**src/rtl/sleep_ctl_pkg.sv**
```systemverilog
package sleep_ctl_pkg;

  typedef enum logic {
    ST_ACTIVE = 1'b0,
    ST_ASLEEP = 1'b1
  } sleep_state_e;

  localparam int unsigned RECALL_W = 8;
  localparam int unsigned EN_BIT   = 5;

endpackage

```
**src/rtl/rst_release.sv**
```systemverilog
module rst_release #(
  parameter int unsigned STAGES = 2
) (
  input  logic clk,
  input  logic rst_n,
  output logic rst_n_sync
);

  logic [STAGES-1:0] chain_q;

  always_ff @(posedge clk or negedge rst_n) begin
    if (!rst_n) chain_q <= '0;
    else        chain_q <= {chain_q[STAGES-2:0], 1'b1};
  end

  assign rst_n_sync = chain_q[STAGES-1];

endmodule

```
**src/rtl/line_sync.sv**
```systemverilog
module line_sync #(
  parameter int unsigned STAGES    = 2,
  parameter logic        RESET_VAL = 1'b1
) (
  input  logic clk,
  input  logic rst_n,
  input  logic async_i,
  output logic sync_o
);

  logic [STAGES-1:0] stage_q;

  genvar g;
  generate
    for (g = 0; g < STAGES; g++) begin : g_stage
      if (g == 0) begin : g_first
        always_ff @(posedge clk or negedge rst_n) begin
          if (!rst_n) stage_q[g] <= RESET_VAL;
          else        stage_q[g] <= async_i;
        end
      end else begin : g_next
        always_ff @(posedge clk or negedge rst_n) begin
          if (!rst_n) stage_q[g] <= RESET_VAL;
          else        stage_q[g] <= stage_q[g-1];
        end
      end
    end
  endgenerate

  assign sync_o = stage_q[STAGES-1];

endmodule

```
**src/rtl/idle_timer.sv**
```systemverilog
module idle_timer #(
  parameter int unsigned LIMIT = 2000
) (
  input  logic clk,
  input  logic rst_n,
  input  logic arm_i,
  input  logic tick_i,
  output logic expire_o
);

  localparam int unsigned W = $clog2(LIMIT + 2);
  localparam logic [W-1:0] LIMIT_C = W'(LIMIT);

  logic [W-1:0] cnt_q, cnt_d;
  logic         cnt_en;
  logic         at_limit;

  assign at_limit = (cnt_q == LIMIT_C);

  always_comb begin
    cnt_en = !arm_i || tick_i;
    cnt_d  = cnt_q;
    if (!arm_i)        cnt_d = '0;
    else if (at_limit) cnt_d = '0;
    else               cnt_d = cnt_q + 1'b1;
  end

  always_ff @(posedge clk or negedge rst_n) begin
    if (!rst_n)      cnt_q <= '0;
    else if (cnt_en) cnt_q <= cnt_d;
  end

  assign expire_o = arm_i && tick_i && at_limit;

endmodule

```
**src/rtl/sleep_fsm.sv**
```systemverilog
module sleep_fsm
  import sleep_ctl_pkg::*;
(
  input  logic clk,
  input  logic rst_n,
  input  logic en_i,
  input  logic line_hi_i,
  input  logic expire_i,
  output logic asleep_o,
  output logic wake_o
);

  sleep_state_e state_q, state_d;
  logic         wake_q, wake_d;

  always_comb begin
    state_d = state_q;
    wake_d  = 1'b0;
    unique case (state_q)
      ST_ACTIVE: begin
        if (en_i && expire_i) state_d = ST_ASLEEP;
      end
      ST_ASLEEP: begin
        if (!en_i || line_hi_i) begin
          state_d = ST_ACTIVE;
          wake_d  = 1'b1;
        end
      end
      default: state_d = ST_ACTIVE;
    endcase
  end

  always_ff @(posedge clk or negedge rst_n) begin
    if (!rst_n) begin
      state_q <= ST_ACTIVE;
      wake_q  <= 1'b0;
    end else begin
      state_q <= state_d;
      wake_q  <= wake_d;
    end
  end

  assign asleep_o = (state_q == ST_ASLEEP);
  assign wake_o   = wake_q;

endmodule

```
**src/rtl/bus_idle_sleep_ctl.sv**
```systemverilog
module bus_idle_sleep_ctl
  import sleep_ctl_pkg::*;
#(
  parameter int unsigned IDLE_TICKS  = 2000,
  parameter int unsigned SYNC_STAGES = 2
) (
  input  logic                clk,
  input  logic                rst_n,
  input  logic                bus_line_i,
  input  logic                tick_i,
  input  logic                recall_i,
  input  logic [RECALL_W-1:0] recall_data_i,
  output logic                sleep_en_o,
  output logic                sleep_o,
  output logic                wake_pulse_o
);

  logic rst_n_int;
  logic line_sync;
  logic sleep_en_q, sleep_en_d;
  logic asleep;
  logic arm;
  logic expire;
  logic unused_recall;

  rst_release #(.STAGES(2)) u_rst (
    .clk        (clk),
    .rst_n      (rst_n),
    .rst_n_sync (rst_n_int)
  );

  line_sync #(.STAGES(SYNC_STAGES), .RESET_VAL(1'b1)) u_sync (
    .clk     (clk),
    .rst_n   (rst_n_int),
    .async_i (bus_line_i),
    .sync_o  (line_sync)
  );

  always_comb begin
    sleep_en_d = sleep_en_q;
    if (recall_i) sleep_en_d = recall_data_i[EN_BIT];
  end

  always_ff @(posedge clk or negedge rst_n_int) begin
    if (!rst_n_int) sleep_en_q <= 1'b0;
    else            sleep_en_q <= sleep_en_d;
  end

  assign unused_recall = ^recall_data_i;

  assign arm = sleep_en_q && !asleep && !line_sync;

  idle_timer #(.LIMIT(IDLE_TICKS)) u_timer (
    .clk      (clk),
    .rst_n    (rst_n_int),
    .arm_i    (arm),
    .tick_i   (tick_i),
    .expire_o (expire)
  );

  sleep_fsm u_fsm (
    .clk       (clk),
    .rst_n     (rst_n_int),
    .en_i      (sleep_en_q),
    .line_hi_i (line_sync),
    .expire_i  (expire),
    .asleep_o  (asleep),
    .wake_o    (wake_pulse_o)
  );

  assign sleep_en_o = sleep_en_q;
  assign sleep_o    = asleep;

endmodule

```
**config.mk**
```make
export PLATFORM = sky130hd
export DESIGN_NAME = bus_idle_sleep_ctl
export DESIGN_NICKNAME = d
export VERILOG_FILES = /design/src/rtl/sleep_ctl_pkg.sv /design/src/rtl/rst_release.sv /design/src/rtl/line_sync.sv /design/src/rtl/idle_timer.sv /design/src/rtl/sleep_fsm.sv /design/src/rtl/bus_idle_sleep_ctl.sv
export SDC_FILE = /design/constraint.sdc
export NUM_CORES = 1
export LEC_CHECK = 0
export ABC_AREA = 1
export BUFFER_PORTS_ARGS = -buffer_cell sky130_fd_sc_hd__buf_2
export CAP_MARGIN = 0
export CORE_MARGIN = 2
export CORE_UTILIZATION = 53
export DETAILED_ROUTE_END_ITERATION = 6
export PLACE_DENSITY = 0.84
export SYNTH_ARGS = -nofsm -noshare
export SYNTH_HDL_FRONTEND = slang
export SYNTH_SLANG_ARGS = --single-unit
export TNS_END_PERCENT = 20
```
**constraint.sdc**
```tcl
create_clock -name clk -period 0.8 [get_ports clk]
set_input_delay 0.16 -clock clk [delete_from_list [all_inputs] [get_ports clk]]
set_output_delay 0.16 -clock clk [all_outputs]
set_load 0.05 [all_outputs]
```
==> impl_metrics.py <==
metrics = {
    "setup_path": {
        "start_kind": "register",
        "r2r_slack_ns": -0.55,
        "cpPeakStageDelay_ns": 0.49,
        "crit_type": "register to register",
        "arrival_ns": 1.53,
        "crit_family": "flip-flops",
        "cp_slowest_cell": "dfrtp_1",
        "crit_chain": "inv_1 -> nand2_1 -> nor2_1 -> nand3_1 -> nand2_2 -> o22ai_1",
        "r2r-start": "u_timer.cnt_q[3]",
        "critPathBufInv": 1,
        "crit_fanout": 5,
        "rr_worst_depth": 6,
        "cp-end-kind": "register",
        "required_ns": 0.98,
        "worstReg2RegEnd": "u_timer.cnt_q[4]",
    },
    "logic_synthesis": {
        "ys.flop_type": "dfrtp_1",
        "synthCells": 116,
        "synth_area_leaders": "dfrtp_1, nand2_1, inv_1, dfstp_2, nand3_1",
        "synth_largest_area_cell": "dfrtp_1",
        "synth-warning-count": 0,
        "synth_most_common_cell": "nand2_1",
        "netlist_top_cells_count": "nand2_1, inv_1, dfrtp_1",
        "synth_top_area_share_pct": 41.8,
        "ys_seq_area_share_pct": 47.3,
        "syn_area_sq_um": 958,
        "synthesis.nets": 131,
        "synthArstFlopShare_pct": 100,
        "yosysUniqueCellTypes": 22,
        "syn_area_per_cell_sq_um": 8.26,
        "synth-edff-count": 0,
        "postSynthRegisterBits": 18,
    },
    "die": {
        "die_y_microns": 46.5,
        "io_pins": 16,
        "num_rows": 15,
        "core_area_sq_um": 1710,
        "die_w_microns": 46.5,
        "initial_core_util_pct": 56.1,
        "die-area_sq_um": 2160,
    },
    "sta": {
        "fin_skew_ns": 0.00309,
        "fin_crit_ns": 1.35,
        "hold_violations": 0,
        "final_min_period_over_clock_period_pct": 168,
        "max_freq_ghz": 0.742,
        "maxSlewViolCount": 0,
        "totalNegativeSetupSlack_ns": -7.15,
        "fin_ws_ns": -0.548,
        "finalSetupViolCount": 16,
        "rsz0062_at_grt": "yes",
    },
    "place": {
        "routabilityCongestion": 0.902,
        "pre_cts_ws_ns": -0.469,
        "numPortBuffers": 8,
        "place_hpwl_microns": 1660,
        "postPlaceCellArea_sq_um": 1200,
    },
    "route": {
        "avgViaCountPerCell": 5.41,
        "dr.first_iter.drc_count": 44,
        "routed_wl_microns": 3000,
        "vias": 1001,
        "drc": 0,
        "wire_per_inst_microns": 16.2,
        "final_antenna_net_count": 0,
        "firstDrtPassIters": 5,
    },
    "run_status": {
        "violations": "setup timing",
        "status": "finished, violations left",
    },
    "grt": {
        "grt_pass1_wl_microns": 3810,
        "grt_pass1_vias": 890,
        "antenna_found_initial": 0,
        "grt_use_total_pct": 25.6,
        "grt_max_degree": 12,
        "grt_overflow": 0,
    },
    "clock_network": {
        "clock_tree.root_cell": "clkbuf_4",
        "cts_buffers": 3,
        "cts.path.max_buffers": 2,
        "clk_pin_slew_worst_paths_ns": 0.10,
        "cts_num_sinks": 18,
        "cts_max_level": 1,
        "insertion_delay_ns": 0.30,
        "cts_tree": "yes",
    },
    "power_and_ir_drop": {
        "leakagePower_nw": 0.680,
        "seqPwrFrac_pct": 54.9,
        "switching_share_pct": 24.4,
        "p_sw_uw": 423,
        "power.total_mw": 1.74,
        "p_int_mw": 1.31,
        "combinationalPowerShare_pct": 12.5,
        "clockPowerShare_pct": 32.6,
        "ir_drop_mv": 1.18,
        "power.density_nw_per_um2": 1220,
    },
    "layout": {
        "nNetsFinal": 176,
        "multi_input_area_sq_um": 520,
        "area_delta_synth_final_pct": 49.0,
        "post-route-util_pct": 83.6,
        "final.fill_count": 83,
        "antennaDiodeCount": 0,
        "seq_area_sq_um": 457,
        "fin_area_sq_um": 1430,
        "drive_above_1_share_pct": 46.3,
    },
    "hold_path": {
        "hold_class": "primary input to register",
        "hold_end": "sleep_en_o",
        "hold_start": "recall_data_i[5]",
        "hold_path_depth": 2,
    },
    "flow_run": {
        "drv_cap": 0,
    },
}
-- kinds of logic (layout without fill, tap and decap cells) --
family	count (synthesis)	in the layout	synth area share, %
simple gates	62	62	31.9
buf+inv	19	63	7.44
flops	18	18	47.3
compound gates	9	9	5.61
xor+xnor	4	4	3.66
fa+ha+maj	2	2	2.61
other cells	1	1	0.391
mux	1	1	1.17
-- per-layer routing --
metal / GRT usage, % / up-vias / part of all wire, %
met5: 0 / - / 0
met4: 11.4 / 0 / 2.8
met3: 4.31 / 10 / 4.8
met2: 45.8 / 38 / 54
met1: 29.3 / 499 / 38
li1: - / 454 / -
-- power by group through the flow --
stage / Combinational [mW] / Sequential, mW / Clock, mW
global placement: 0.145 / 0.963 / 0
finish: 0.217 / 0.954 / 0.566
detailed placement: 0.149 / 0.966 / 0
CTS: 0.177 / 0.949 / 0.567
floorplan: 0.0499 / 0.992 / 0
global route: 0.230 / 0.956 / 0.639
-- layout by cell type, fill, tap and decap left out, drive strengths merged, types with 2 or more instances in the layout --
master,synthesis,routed
xnor2,2,2
buf,0,38
nand3,12,12
dfrtp,16,16
nand2,35,35
nand4,3,3
dlygate4sd3,0,2
o21ai,4,4
dfstp,2,2
clkbuf,0,4
ha,2,2
xor2,2,2
inv,19,19
o22ai,4,4
nor2,11,11
-- worst max-delay path by stage --
stage / from / endpoint / slack (ns) / depth (start not counted)
after floorplan: u_timer.cnt_q[0] / u_timer.cnt_q[1] / -0.40 / 9
after global routing: u_timer.cnt_q[1] / u_timer.cnt_q[8] / -0.60 / 8
final: u_timer.cnt_q[3] / u_timer.cnt_q[4] / -0.55 / 6
after detailed placement: u_timer.cnt_q[0] / u_timer.cnt_q[1] / -0.47 / 9
after global placement: u_timer.cnt_q[0] / u_timer.cnt_q[1] / -0.44 / 9
after CTS: u_timer.cnt_q[1] / u_timer.cnt_q[10] / -0.49 / 9
-- flip-flops by register name (all words and copies together) (netlist names) --
register,cells
sleep_en_o,1
u_timer.cnt_q,11
u_fsm.asleep_o,1
u_sync.stage_q,1
u_rst.chain_q,2
u_sync.sync_o,1
u_fsm.wake_o,1
-- final cells by class --
type / count / area share, %
repair buffers: 40 / 21.8
multi-input cells: 79 / 36.5
well taps: 25 / 2.19
inverters: 19 / 5.00
clock buffers: 4 / 2.54
flip-flops and latches: 18 / 32.0
-- metrics by stage --
| stage | hold slack [ns] | cells |
|---|---|---|
| finish | 0.0936 | 185 |
| global route | 0.0780 | 185 |
| CTS | 0.0928 | 182 |
| detailed placement | -0.0513 | 170 |
| global placement | -0.0539 | 170 |
| floorplan | -0.136 | 116 |
-- worst reg2reg max path, stage by stage, from the launching register on --
cell,delay (ns)
dfrtp_1,0.49
inv_1,0.20
nand2_1,0.08
nor2_1,0.10
nand3_1,0.12
nand2_2,0.14
o22ai_1,0.11
-- what timing repair did --
item,in CTS,in global routing
pin swaps,4,7
hold endpoints to repair,3,0
gates cloned,0,0
hold buffers,2,0
gates resized for setup,15,18
buffers inserted,6,3
endpoints found under the setup margin,17,17
(Power assumes the default switching activity.)
